--- config.mk ---
export PLATFORM = sky130hd
export DESIGN_NAME = mbs_spi_seq
export DESIGN_NICKNAME = d
export VERILOG_FILES = /design/src/rtl/mbs_pkg.sv /design/src/rtl/mbs_shift.sv /design/src/rtl/mbs_rxbuf.sv /design/src/rtl/mbs_seq.sv /design/src/rtl/mbs_spi_seq.sv
export SDC_FILE = /design/constraint.sdc
export NUM_CORES = 1
export LEC_CHECK = 0
export ABC_CLOCK_PERIOD_IN_PS = 2770
export BUFFER_PORTS_ARGS = -buffer_cell sky130_fd_sc_hd__buf_2
export CORE_UTILIZATION = 50
export DETAILED_ROUTE_END_ITERATION = 7
export PLACE_DENSITY = 0.7
export SKIP_LAST_GASP = 1
export SYNTH_ARGS = -nofsm -noshare
export SYNTH_HDL_FRONTEND = slang
export SYNTH_HIERARCHICAL = 1
export SYNTH_SLANG_ARGS = --single-unit
--- constraint.sdc ---
create_clock -name clk -period 2.77 [get_ports clk]
set_input_delay 0.1385 -clock clk [delete_from_list [all_inputs] [get_ports clk]]
set_output_delay 0.1385 -clock clk [all_outputs]
set_load 0.005 [all_outputs]
--- src/rtl/mbs_pkg.sv ---
package mbs_pkg;
    typedef enum logic [2:0] {
        S_IDLE,
        S_FETCH,
        S_WAIT,
        S_XFER,
        S_GAP,
        S_ADV
    } seq_state_t;

    localparam logic [2:0] MODE_SKIP = 3'd0;
    localparam logic [2:0] MODE_CONT = 3'd4;
    localparam logic [2:0] MODE_SUSP = 3'd5;

    localparam logic [1:0] SEL_TXC = 2'd0;
    localparam logic [1:0] SEL_TXD = 2'd1;
    localparam logic [1:0] SEL_RX  = 2'd2;
    localparam logic [1:0] SEL_REG = 2'd3;

    localparam int REG_GLEN  = 0;
    localparam int REG_STAT  = 1;
    localparam int REG_OADDR = 2;
    localparam int REG_GAP   = 3;

    localparam int CB_HOLD = 12;
    localparam int CB_WD   = 10;
    localparam int CB_LSB  = 8;
endpackage

--- src/rtl/mbs_shift.sv ---
module mbs_shift #(
    parameter int W    = 8,
    parameter int HALF = 2
) (
    input  logic         clk,
    input  logic         rst_n,
    input  logic         start,
    input  logic         lsb_first,
    input  logic [W-1:0] tx_word,
    input  logic         miso,
    output logic         sclk,
    output logic         mosi,
    output logic         done,
    output logic [W-1:0] rx_word
);
    localparam int DIV_W = (HALF > 1) ? $clog2(HALF) : 1;
    localparam int BIT_W = $clog2(W);

    logic [W-1:0]     tx_rev;
    logic [W-1:0]     sh_q;
    logic [W-1:0]     rx_raw;
    logic             lsb_q;
    logic             busy_q;
    logic [DIV_W-1:0] div_q;
    logic [BIT_W-1:0] bit_q;

    for (genvar i = 0; i < W; i++) begin : g_rev
        assign tx_rev[i]  = tx_word[W-1-i];
        assign rx_word[i] = lsb_q ? rx_raw[W-1-i] : rx_raw[i];
    end

    assign mosi = busy_q & sh_q[W-1];

    always_ff @(posedge clk or negedge rst_n) begin
        if (!rst_n) begin
            sh_q   <= '0;
            rx_raw <= '0;
            lsb_q  <= 1'b0;
            busy_q <= 1'b0;
            div_q  <= '0;
            bit_q  <= '0;
            sclk   <= 1'b0;
            done   <= 1'b0;
        end else begin
            done <= 1'b0;
            if (start && !busy_q) begin
                sh_q   <= lsb_first ? tx_rev : tx_word;
                lsb_q  <= lsb_first;
                busy_q <= 1'b1;
                div_q  <= '0;
                bit_q  <= '0;
                sclk   <= 1'b0;
            end else if (busy_q) begin
                if (div_q == DIV_W'(HALF - 1)) begin
                    div_q <= '0;
                    if (!sclk) begin
                        sclk   <= 1'b1;
                        rx_raw <= {rx_raw[W-2:0], miso};
                    end else begin
                        sclk <= 1'b0;
                        if (bit_q == BIT_W'(W - 1)) begin
                            busy_q <= 1'b0;
                            done   <= 1'b1;
                        end else begin
                            bit_q <= bit_q + 1'b1;
                            sh_q  <= {sh_q[W-2:0], 1'b0};
                        end
                    end
                end else begin
                    div_q <= div_q + 1'b1;
                end
            end
        end
    end


    sclk_rest_low_chk: assert property (@(posedge clk) disable iff (!rst_n)
        !busy_q |-> !sclk);
endmodule

--- src/rtl/mbs_rxbuf.sv ---
module mbs_rxbuf #(
    parameter int ENTRIES = 4,
    parameter int W       = 8,
    parameter int IDX_W   = 2
) (
    input  logic                        clk,
    input  logic                        rst_n,
    input  logic                        wr,
    input  logic [IDX_W-1:0]            waddr,
    input  logic [W-1:0]                wdata,
    input  logic                        rd,
    input  logic [IDX_W-1:0]            raddr,
    input  logic                        clr_ovr,
    output logic [ENTRIES-1:0]          empty_q,
    output logic [ENTRIES-1:0]          ovr_q,
    output logic [ENTRIES-1:0][W-1:0]   data_q,
    output logic                        glob_ovr_q,
    output logic [IDX_W-1:0]            ovr_addr_q
);
    logic             clash;
    logic [IDX_W-1:0] wa_d;

    assign clash = wr && !empty_q[waddr];

    for (genvar s = 0; s < ENTRIES; s++) begin : g_slot
        logic         hit_w;
        logic         hit_r;
        logic         emp;
        logic         ovr;
        logic [W-1:0] dat;

        assign hit_w = wr && (waddr == IDX_W'(s));
        assign hit_r = rd && (raddr == IDX_W'(s));

        always_ff @(posedge clk or negedge rst_n) begin
            if (!rst_n) begin
                emp <= 1'b1;
                ovr <= 1'b0;
                dat <= '0;
            end else if (hit_w) begin
                dat <= wdata;
                emp <= 1'b0;
                if (!emp) ovr <= 1'b1;
            end else if (hit_r) begin
                emp <= 1'b1;
                ovr <= 1'b0;
            end
        end

        assign empty_q[s] = emp;
        assign ovr_q[s]   = ovr;
        assign data_q[s]  = dat;
    end

    always_ff @(posedge clk or negedge rst_n) begin
        if (!rst_n) begin
            glob_ovr_q <= 1'b0;
            ovr_addr_q <= '0;
            wa_d       <= '0;
        end else begin
            wa_d <= waddr;
            if (clash) begin
                glob_ovr_q <= 1'b1;
                ovr_addr_q <= waddr;
            end else if (clr_ovr) begin
                glob_ovr_q <= 1'b0;
            end
        end
    end


    slot_fill_chk: assert property (@(posedge clk) disable iff (!rst_n)
        wr |=> !empty_q[wa_d]);

    slot_ovr_chk: assert property (@(posedge clk) disable iff (!rst_n)
        clash |=> (ovr_q[wa_d] && glob_ovr_q));

    ovr_clear_chk: assert property (@(posedge clk) disable iff (!rst_n)
        (clr_ovr && !clash) |=> !glob_ovr_q);
endmodule

--- src/rtl/mbs_seq.sv ---
module mbs_seq
    import mbs_pkg::*;
#(
    parameter int IDX_W    = 2,
    parameter int NCS      = 4,
    parameter int CSN_W    = 2,
    parameter int GAP_W    = 4,
    parameter int SCLK_PER = 4
) (
    input  logic             clk,
    input  logic             rst_n,
    input  logic             trig,
    input  logic [IDX_W:0]   glen,
    input  logic [2:0]       mode,
    input  logic             hold,
    input  logic             wd_en,
    input  logic [CSN_W-1:0] csn,
    input  logic [GAP_W-1:0] gap,
    input  logic             slot_empty,
    input  logic             eng_done,
    output logic [IDX_W-1:0] idx_q,
    output logic             eng_start,
    output logic             rx_wr,
    output logic             grp_done,
    output logic             busy,
    output logic [NCS-1:0]   cs_n
);
    localparam int CNT_W = GAP_W + $clog2(SCLK_PER) + 1;

    seq_state_t       st_q, st_d;
    logic             skip, suspend, last;
    logic [CNT_W-1:0] gcnt_q;
    logic [CNT_W-1:0] gap_tgt;
    logic             cs_on_q;
    logic [CSN_W-1:0] cs_num_q;

    assign skip    = (mode == MODE_SKIP);
    assign suspend = (mode == MODE_SUSP);
    assign last    = ({1'b0, idx_q} == glen - 1'b1);
    assign gap_tgt = CNT_W'(gap) * CNT_W'(SCLK_PER);

    always_ff @(posedge clk or negedge rst_n) begin
        if (!rst_n) st_q <= S_IDLE;
        else        st_q <= st_d;
    end

    always_comb begin
        st_d = st_q;
        unique case (st_q)
            S_IDLE:  if (trig && glen != '0) st_d = S_FETCH;
            S_FETCH: begin
                if (skip)                       st_d = S_ADV;
                else if (suspend && !slot_empty) st_d = S_WAIT;
                else                             st_d = S_XFER;
            end
            S_WAIT:  if (slot_empty) st_d = S_XFER;
            S_XFER:  if (eng_done) st_d = (wd_en && gap != '0) ? S_GAP : S_ADV;
            S_GAP:   if (gcnt_q == gap_tgt - 1'b1) st_d = S_ADV;
            S_ADV:   st_d = last ? S_IDLE : S_FETCH;
            default: st_d = S_IDLE;
        endcase
    end

    always_comb begin
        eng_start = 1'b0;
        rx_wr     = 1'b0;
        grp_done  = 1'b0;
        unique case (st_q)
            S_IDLE:  grp_done  = trig && (glen == '0);
            S_FETCH: eng_start = !skip && !(suspend && !slot_empty);
            S_WAIT:  eng_start = slot_empty;
            S_XFER:  rx_wr     = eng_done;
            S_ADV:   grp_done  = last;
            default: ;
        endcase
    end

    assign busy = (st_q != S_IDLE);

    always_ff @(posedge clk or negedge rst_n) begin
        if (!rst_n) begin
            idx_q    <= '0;
            gcnt_q   <= '0;
            cs_on_q  <= 1'b0;
            cs_num_q <= '0;
        end else begin
            if (st_q == S_IDLE && trig)        idx_q <= '0;
            else if (st_q == S_ADV && !last)   idx_q <= idx_q + 1'b1;

            if (st_q == S_GAP) gcnt_q <= gcnt_q + 1'b1;
            else               gcnt_q <= '0;

            if (eng_start) begin
                cs_on_q  <= 1'b1;
                cs_num_q <= csn;
            end else if (rx_wr && !hold) begin
                cs_on_q <= 1'b0;
            end else if (st_q == S_ADV && last) begin
                cs_on_q <= 1'b0;
            end
        end
    end

    for (genvar c = 0; c < NCS; c++) begin : g_cs
        assign cs_n[c] = !(cs_on_q && cs_num_q == CSN_W'(c));
    end


    cs_onehot_chk: assert property (@(posedge clk) disable iff (!rst_n)
        $onehot0(~cs_n));

    cs_release_chk: assert property (@(posedge clk) disable iff (!rst_n)
        grp_done |=> (&cs_n));

    suspend_no_ovr_chk: assert property (@(posedge clk) disable iff (!rst_n)
        (rx_wr && suspend) |-> slot_empty);
endmodule

--- src/rtl/mbs_spi_seq.sv ---
module mbs_spi_seq
    import mbs_pkg::*;
#(
    parameter int ENTRIES = 4,
    parameter int DATA_W  = 8,
    parameter int NCS     = 4,
    parameter int HALF    = 2,
    parameter int GAP_W   = 4,
    localparam int IDX_W  = $clog2(ENTRIES)
) (
    input  logic             clk,
    input  logic             rst_n,
    input  logic             host_wr,
    input  logic             host_rd,
    input  logic [1:0]       host_sel,
    input  logic [IDX_W-1:0] host_idx,
    input  logic [15:0]      host_wdata,
    output logic [15:0]      host_rdata,
    input  logic             trig,
    output logic             spi_sclk,
    output logic             spi_mosi,
    input  logic             spi_miso,
    output logic [NCS-1:0]   spi_cs_n,
    output logic             irq
);
    localparam int CSN_W    = $clog2(NCS);
    localparam int SCLK_PER = 2 * HALF;

    logic [ENTRIES-1:0][15:0]       txc_q;
    logic [ENTRIES-1:0][DATA_W-1:0] txd_q;
    logic [IDX_W:0]                 glen_q;
    logic [GAP_W-1:0]               gap_q;
    logic                           done_q;

    logic [IDX_W-1:0]               idx;
    logic [15:0]                    cur_c;
    logic                           eng_start, eng_done, rx_wr, grp_done, busy;
    logic [DATA_W-1:0]              rx_word;
    logic [ENTRIES-1:0]             empty, ovr;
    logic [ENTRIES-1:0][DATA_W-1:0] rx_data;
    logic                           glob_ovr;
    logic [IDX_W-1:0]               ovr_addr;
    logic                           reg_wr, stat_wr, rx_pop;
    logic [1:0]                     vec;

    assign cur_c   = txc_q[idx];
    assign reg_wr  = host_wr && host_sel == SEL_REG;
    assign stat_wr = reg_wr && host_idx == IDX_W'(REG_STAT);
    assign rx_pop  = host_rd && host_sel == SEL_RX;

    always_ff @(posedge clk or negedge rst_n) begin
        if (!rst_n) begin
            txc_q  <= '0;
            txd_q  <= '0;
            glen_q <= '0;
            gap_q  <= '0;
            done_q <= 1'b0;
        end else begin
            if (host_wr && host_sel == SEL_TXC) txc_q[host_idx] <= host_wdata;
            if (host_wr && host_sel == SEL_TXD) txd_q[host_idx] <= host_wdata[DATA_W-1:0];
            if (reg_wr && host_idx == IDX_W'(REG_GLEN)) begin
                if (host_wdata > 16'(ENTRIES)) glen_q <= (IDX_W+1)'(ENTRIES);
                else                           glen_q <= host_wdata[IDX_W:0];
            end
            if (reg_wr && host_idx == IDX_W'(REG_GAP)) gap_q <= host_wdata[GAP_W-1:0];
            if (grp_done)                          done_q <= 1'b1;
            else if (stat_wr && host_wdata[1])     done_q <= 1'b0;
        end
    end

    mbs_seq #(
        .IDX_W(IDX_W), .NCS(NCS), .CSN_W(CSN_W), .GAP_W(GAP_W), .SCLK_PER(SCLK_PER)
    ) u_seq (
        .clk(clk), .rst_n(rst_n), .trig(trig), .glen(glen_q),
        .mode(cur_c[15:13]), .hold(cur_c[CB_HOLD]), .wd_en(cur_c[CB_WD]),
        .csn(cur_c[CSN_W-1:0]), .gap(gap_q), .slot_empty(empty[idx]),
        .eng_done(eng_done), .idx_q(idx), .eng_start(eng_start), .rx_wr(rx_wr),
        .grp_done(grp_done), .busy(busy), .cs_n(spi_cs_n)
    );

    mbs_shift #(.W(DATA_W), .HALF(HALF)) u_shift (
        .clk(clk), .rst_n(rst_n), .start(eng_start), .lsb_first(cur_c[CB_LSB]),
        .tx_word(txd_q[idx]), .miso(spi_miso), .sclk(spi_sclk), .mosi(spi_mosi),
        .done(eng_done), .rx_word(rx_word)
    );

    mbs_rxbuf #(.ENTRIES(ENTRIES), .W(DATA_W), .IDX_W(IDX_W)) u_rx (
        .clk(clk), .rst_n(rst_n), .wr(rx_wr), .waddr(idx), .wdata(rx_word),
        .rd(rx_pop), .raddr(host_idx), .clr_ovr(stat_wr && host_wdata[0]),
        .empty_q(empty), .ovr_q(ovr), .data_q(rx_data),
        .glob_ovr_q(glob_ovr), .ovr_addr_q(ovr_addr)
    );

    assign vec = glob_ovr ? 2'd1 : (done_q ? 2'd2 : 2'd0);
    assign irq = glob_ovr | done_q;

    always_comb begin
        host_rdata = '0;
        unique case (host_sel)
            SEL_TXC: host_rdata = txc_q[host_idx];
            SEL_TXD: host_rdata[DATA_W-1:0] = txd_q[host_idx];
            SEL_RX: begin
                host_rdata[15]         = ovr[host_idx];
                host_rdata[14]         = empty[host_idx];
                host_rdata[DATA_W-1:0] = rx_data[host_idx];
            end
            default: begin
                if (host_idx == IDX_W'(REG_GLEN)) host_rdata[IDX_W:0] = glen_q;
                else if (host_idx == IDX_W'(REG_STAT)) begin
                    host_rdata[0]   = glob_ovr;
                    host_rdata[1]   = done_q;
                    host_rdata[2]   = busy;
                    host_rdata[5:4] = vec;
                end
                else if (host_idx == IDX_W'(REG_OADDR)) host_rdata[IDX_W-1:0] = ovr_addr;
                else host_rdata[GAP_W-1:0] = gap_q;
            end
        endcase
    end


    sclk_framed_chk: assert property (@(posedge clk) disable iff (!rst_n)
        spi_sclk |-> !(&spi_cs_n));

    irq_on_ovr_chk: assert property (@(posedge clk) disable iff (!rst_n)
        (rx_wr && !empty[idx]) |=> irq);
endmodule

=== Word-level counts from Yosys, hierarchy flattened ===
Index checks and enable logic that the tools add are counted.
W data, S select, Z words.

* Add/sub/neg operators: 6
* $lt $le $gt $ge: 4
* Equality and inequality tests: 30
* Multiplexer cells: 114
* Bitwise gates (word level): 4
* Reduce and logical (&&, ||, !) cells: 72

{| class="wikitable"
|+ Operators with widths
! operator !! count
|-
| $mux W8 || 10
|-
| $bmux W16 S2 || 2
|-
| $bwmux W64 || 1
|-
| $mux W1 || 60
|-
| $bmux W8 S2 || 3
|-
| $mux W16 || 3
|-
| $mux W3 || 14
|-
| $logic_and A1 B1 Y1 || 33
|-
| $bwmux W32 || 1
|-
| $demux W16 S2 || 1
|-
| $reduce_bool A2 Y1 || 10
|-
| $pmux W3 S6 || 1
|-
| $pmux W6 S3 || 1
|-
| $demux W8 S2 || 1
|-
| $eq A2 B2 Y1 const B || 8
|-
| $gt A16 B3 Y1 const B || 1
|-
| $mux W2 || 7
|-
| $eq A3 B3 Y1 const B || 4
|-
| $reduce_and A4 Y1 || 3
|-
| $logic_not A1 Y1 || 10
|-
| $ne A2 B1 Y1 const B || 5
|-
| $reduce_and A2 Y1 || 5
|-
| $logic_not A3 Y1 || 3
|-
| $reduce_bool A3 Y1 || 3
|-
| other kinds (25) || 40
|}

* Register bits: 186
* Input bits: 26
* Logic and storage cells: 268

=== Longest topological paths before layout ===
* Depth after elaboration: 10
* Gate-level depth with buffers: 13

=== Hierarchy ===
The synthesis kept the hierarchy.

{| class="wikitable"
|+ Modules (own cells, without submodules)
! module !! times used !! cells each !! area each (µm²)
|-
| mbs_spi_seq || 1 || 375 || 5669.2
|-
| mbs_rxbuf || 1 || 122 || 1769.2
|-
| mbs_shift || 1 || 100 || 1213.7
|-
| mbs_seq || 1 || 115 || 1014.7
|}

=== Worst setup path after synthesis ===
Ideal clock, no wire load.

* Path type: register -> register
* Start point: register u_seq.idx_q[0]
* End point: register u_shift.sh_q[2]
* Library setup time: 0.090 ns
* Arrival time: 2.592 ns
* Setup slack: 0.087 ns
* Stages on the path, launching flop included: 12
* Period minus slack after synthesis: 2.683 ns
* Cells stage by stage: dfrtp_1 -> buf_2 -> buf_2 -> mux4_2 -> nand2_1 -> nor3_1 -> a211o_2 -> inv_1 -> nand2b_1 -> buf_2 -> buf_6 -> o221ai_1

* Word-level cells in the longest chain between the ends: 10
* Elaborated cells between the ends (all ways): 22
* Those cells by class: eq/ne (2); mux (9); reduce/logical (11)

{| class="wikitable"
|+ Ends and longest elaborated chain
! item !! RTL line !! text
|-
| start, declared || mbs_seq.sv:21 || <nowiki>output logic [IDX_W-1:0] idx_q,</nowiki>
|-
| start signal, assigned || mbs_seq.sv:88 || <nowiki>else if (st_q == S_ADV && !last) idx_q <= idx_q + 1'b1;</nowiki>
|-
| $bmux W16 S2 (*) || mbs_spi_seq.sv:46 || <nowiki>assign cur_c = txc_q[idx];</nowiki>
|-
| $mux W16 (implied by the code) (*) || mbs_spi_seq.sv:46 ||
|-
| named net cur_c[13] || mbs_spi_seq.sv:36 || <nowiki>logic [15:0] cur_c;</nowiki>
|-
| $eq A3 B3 Y1 || mbs_seq.sv:38 || <nowiki>assign suspend = (mode == MODE_SUSP);</nowiki>
|-
| $logic_and A1 B1 Y1 || mbs_seq.sv:70 || <nowiki>S_FETCH: eng_start = !skip && !(suspend && !slot_empty);</nowiki>
|-
| $logic_not A1 Y1 || mbs_seq.sv:70 ||
|-
| $logic_and A1 B1 Y1 (*) || mbs_seq.sv:70 ||
|-
| $pmux W1 S2 (*) || mbs_seq.sv:68 || <nowiki>unique case (st_q)</nowiki>
|-
| named net eng_start || mbs_spi_seq.sv:37 || <nowiki>logic eng_start, eng_done, rx_wr, grp_done, busy;</nowiki>
|-
| $logic_and A1 B1 Y1 (*) || mbs_shift.sv:46 || <nowiki>if (start && !busy_q) begin</nowiki>
|-
| $ne A2 B1 Y1 (no line) or $reduce_bool A2 Y1 (tied branches) || - ||
|-
| $reduce_and A4 Y1 (no line) || - ||
|-
| end signal, assigned || mbs_shift.sv:47 || <nowiki>sh_q <= lsb_first ? tx_rev : tx_word;</nowiki>
|-
| end signal, assigned || mbs_shift.sv:66 || <nowiki>sh_q <= {sh_q[W-2:0], 1'b0};</nowiki>
|-
| end, declared || mbs_shift.sv:20 || <nowiki>logic [W-1:0] sh_q;</nowiki>
|}

The timed path passes the listed nets; every way through them passes the cells marked *. The select of a mux whose other input is x is not followed.
A chain may end at the register's enable or synchronous reset.

=== Worst setup path after layout ===
* Start point: register u_seq.idx_q[0]
* End point: register u_shift.sh_q[7]

Same word-level chain as after synthesis.

==> results.json <==
{
  "vias": 6141,
  "synth_ff_type": "dfrtp_1",
  "clkLatencyLatePin_ns": 0.43,
  "htreeDepth": 4,
  "hold_viol": 0,
  "cts.sinks": 186,
  "finalWirelength_um": 22200,
  "multi_input_comb_area_sq_mm": 0.00461,
  "pre_cts_ws_ns": 0.182,
  "cts_made_buffers": 17,
  "ys_types": 63,
  "io_pins": 49,
  "die_width_um": 141,
  "grt_pass1_vias": 6470,
  "finalWorstSetupSlack_ns": 0.321,
  "r2r-start": "u_seq/idx_q[0]",
  "critPathCapture": "u_shift/sh_q[7]",
  "drive_gt1_frac": 0.426,
  "synth_area_sq_mm": 0.00967,
  "fin_util": 0.568,
  "fillers": 1532,
  "cts_root_buf": "clkbuf_16",
  "p_per_area_mw_per_mm2": 866,
  "clkTransAtPathRegs_ns": 0.07,
  "path_class": "reg2reg",
  "fin_tns_setup_ns": 0,
  "post-cts-setup-buffers": 0,
  "min_path_type": "in2reg",
  "antenna_found_initial": 1,
  "firstDrtPassIters": 4,
  "setup_viol": 0,
  "ys_seq_elements": 186,
  "cp_max_fo": 17,
  "maxCapViolCount": 0,
  "wl_per_cell_um": 21.6,
  "grt_start_max_net_pins": 83,
  "grt_remaining_overflow": 0,
  "dp.cells": 988,
  "timing.fmax_mhz": 408,
  "reg2regPathDepth": 8,
  "start_kind": "register",
  "layout_min_cycle_time_ns": 2.45,
  "start_util": 0.513,
  "syn_nets": 745,
  "synth_edf_count": 0,
  "clock_path_buffers": 2,
  "crit_path_start": "u_seq/idx_q[0]",
  "placementRows": 50,
  "clock_skew_ns": 0.00891,
  "rr_endpoint": "u_shift/sh_q[7]",
  "worstPathRequired_ns": 3.07,
  "final_cells": 1026,
  "syn_area_per_cell_sq_um": 13.6,
  "hpwl_um": 15500,
  "drc_errors": 0,
  "arrival_ns": 2.75,
  "hold_ws_ns": 0.00754,
  "routabilityCongestion": 0.862,
  "tightest_slew_ns": 0.797,
  "rsz0062_at_grt": "false",
  "gr-usage-all-layers": 0.243,
  "p_leak_nw": 4.70,
  "synth_warnings": 6,
  "layout.nets": 785,
  "antenna_left": 0,
  "final_max_slew_viol_count": 0,
  "async_reset_ff_frac": 1.00,
  "register_area_sq_mm": 0.00466,
  "status": "finished, final reports clean",
  "syn_inst": 712,
  "grt_pass1_wl_um": 35900,
  "io_buffer_count": 48,
  "core_sq_mm": 0.0188,
  "die-area_sq_mm": 0.0199,
  "slew_headroom": 0.469,
  "seq_area_frac_synth": 0.482,
  "first_iter_violations": 472,
  "reg2reg_setup_slack_ns": 0.32,
  "flow.area_growth_from_synthesis_pct": 10.6,
  "finalCritPeriodShare": 0.884,
  "cp-end-kind": "register",
  "viasPerCell": 5.99,
  "cts_tree": "yes",
  "ir_drop_v": 0.000428,
  "dieHeight_um": 141
}
==> through the flow <==
step                      power [mW]  instance area (sq um)
after floorplan                 6.10                   9670
after global placement          6.70                  10000
after detailed placement        6.85                  10000
after CTS                       9.31                  10700
after global routing            9.76                  10700
final                           9.26                  10700
==> repair_timing <==
action,4_1_cts,5_1_grt
setup endpoints to repair,0,8
resized for setup,0,1
hold endpoints to repair,84,0
hold buffers,5,0
==> per-layer routing <==
layer  vias to the layer above  part of all wire  global-route usage
met3                        28             0.049              0.0438
met2                       175              0.48               0.389
li1                       2715                 -                   -
met4                         0             0.022              0.0887
met1                      3223              0.45               0.334
met5                         -                 0                   0
==> cell usage after synthesis, types with 9 or more instances <==
library cell	instances	area share
mux2_2	151	0.18
nor2_1	31	0.012
buf_4	16	0.012
dfrtp_1	182	0.47
xor2_1	9	0.0082
buf_2	15	0.0078
mux4_2	49	0.11
and2_1	9	0.0058
nand2_1	40	0.016
nand3_1	16	0.0083
inv_1	11	0.0043
nor3_1	10	0.0052
mux2i_1	20	0.021
==> flip-flops by register name, indices dropped and copies added (netlist names), 3 cells and up <==
| signal | cells |
|---|---|
| txc_q | 64 |
| txd_q | 32 |
| u_rx/g_slot.dat | 32 |
| u_shift/rx_raw | 8 |
| u_shift/sh_q | 8 |
| u_seq/gcnt_q | 7 |
| gap_q | 4 |
| u_rx/g_slot.emp | 4 |
| u_rx/g_slot.ovr | 4 |
| glen_q | 3 |
| u_seq/st_q | 3 |
| u_shift/bit_q | 3 |
==> placed cells by master (no fill, tap or decap), types with 7 or more instances in the layout <==
cell / synthesis / final
dfrtp_1: 182 / 182
mux2_2: 151 / 151
mux4_2: 49 / 49
buf_2: 15 / 46
nand2_1: 40 / 40
nor2_1: 31 / 31
mux2i_1: 20 / 20
buf_4: 16 / 19
clkbuf_16: 0 / 17
nand3_1: 16 / 16
inv_1: 11 / 11
nor3_1: 10 / 10
and2_1: 9 / 9
xor2_1: 9 / 9
nor2b_1: 8 / 8
o21ai_0: 8 / 8
xnor2_1: 8 / 8
o221ai_1: 7 / 7
a21oi_1: 7 / 7
ha_1: 7 / 7
==> area by class of cell <==
class,count,share of cell area
Multi-Input combinational cell,464,0.431
Timing Repair Buffer,72,0.0425
Antenna cell,1,0.000234
Clock buffer,20,0.0427
Clock inverter,12,0.0131
Inverter,11,0.00386
Tap cell,260,0.0304
Sequential cell,186,0.436
==> worst min path at each step <==
stage              startpoint         to  slack, ns  cells past startpoint
2_1_floorplan           rst_n     done_q      -0.16                      0
5_1_grt        host_wdata[10]  txc_q[26]       0.02                      2
6_report       host_wdata[10]  txc_q[58]      0.008                      2
3_5_place_dp            rst_n  txc_q[41]       0.25                      1
3_3_place_gp            rst_n  txc_q[39]       0.23                      1
4_1_cts        host_wdata[10]  txc_q[58]      0.002                      2
==> cell families (layout without fill, tap and decap cells) <==
kind of cell,after synthesis,after routing,share of synthesized area
mux,224,224,0.317
flops,186,186,0.482
simple gates,153,153,0.0875
compound gates,63,63,0.0481
buf+inv,62,115,0.0409
xor+xnor,17,17,0.0154
fa+ha+maj,7,7,0.00906
other cells,0,1,0
==> critical path, cell delays in order (launching register included) <==
cell and delay, ns:
dfrtp_1 0.55, mux4_2 0.57, nand2_1 0.10, nor3_1 0.05, a211o_2 0.37, inv_1 0.12
nand2b_2 0.20, a211oi_1 0.29, a21oi_1 0.07
==> power by group <==
| group | switching, mW | internal, mW | total [mW] |
|---|---|---|---|
| clock | 1.05 | 1.39 | 2.44 |
| sequential | 0.591 | 3.36 | 3.95 |
| combinational | 1.34 | 1.53 | 2.87 |
| total | 2.98 | 6.28 | 9.26 |
No activity file was read; power rests on OpenSTA's default activity.
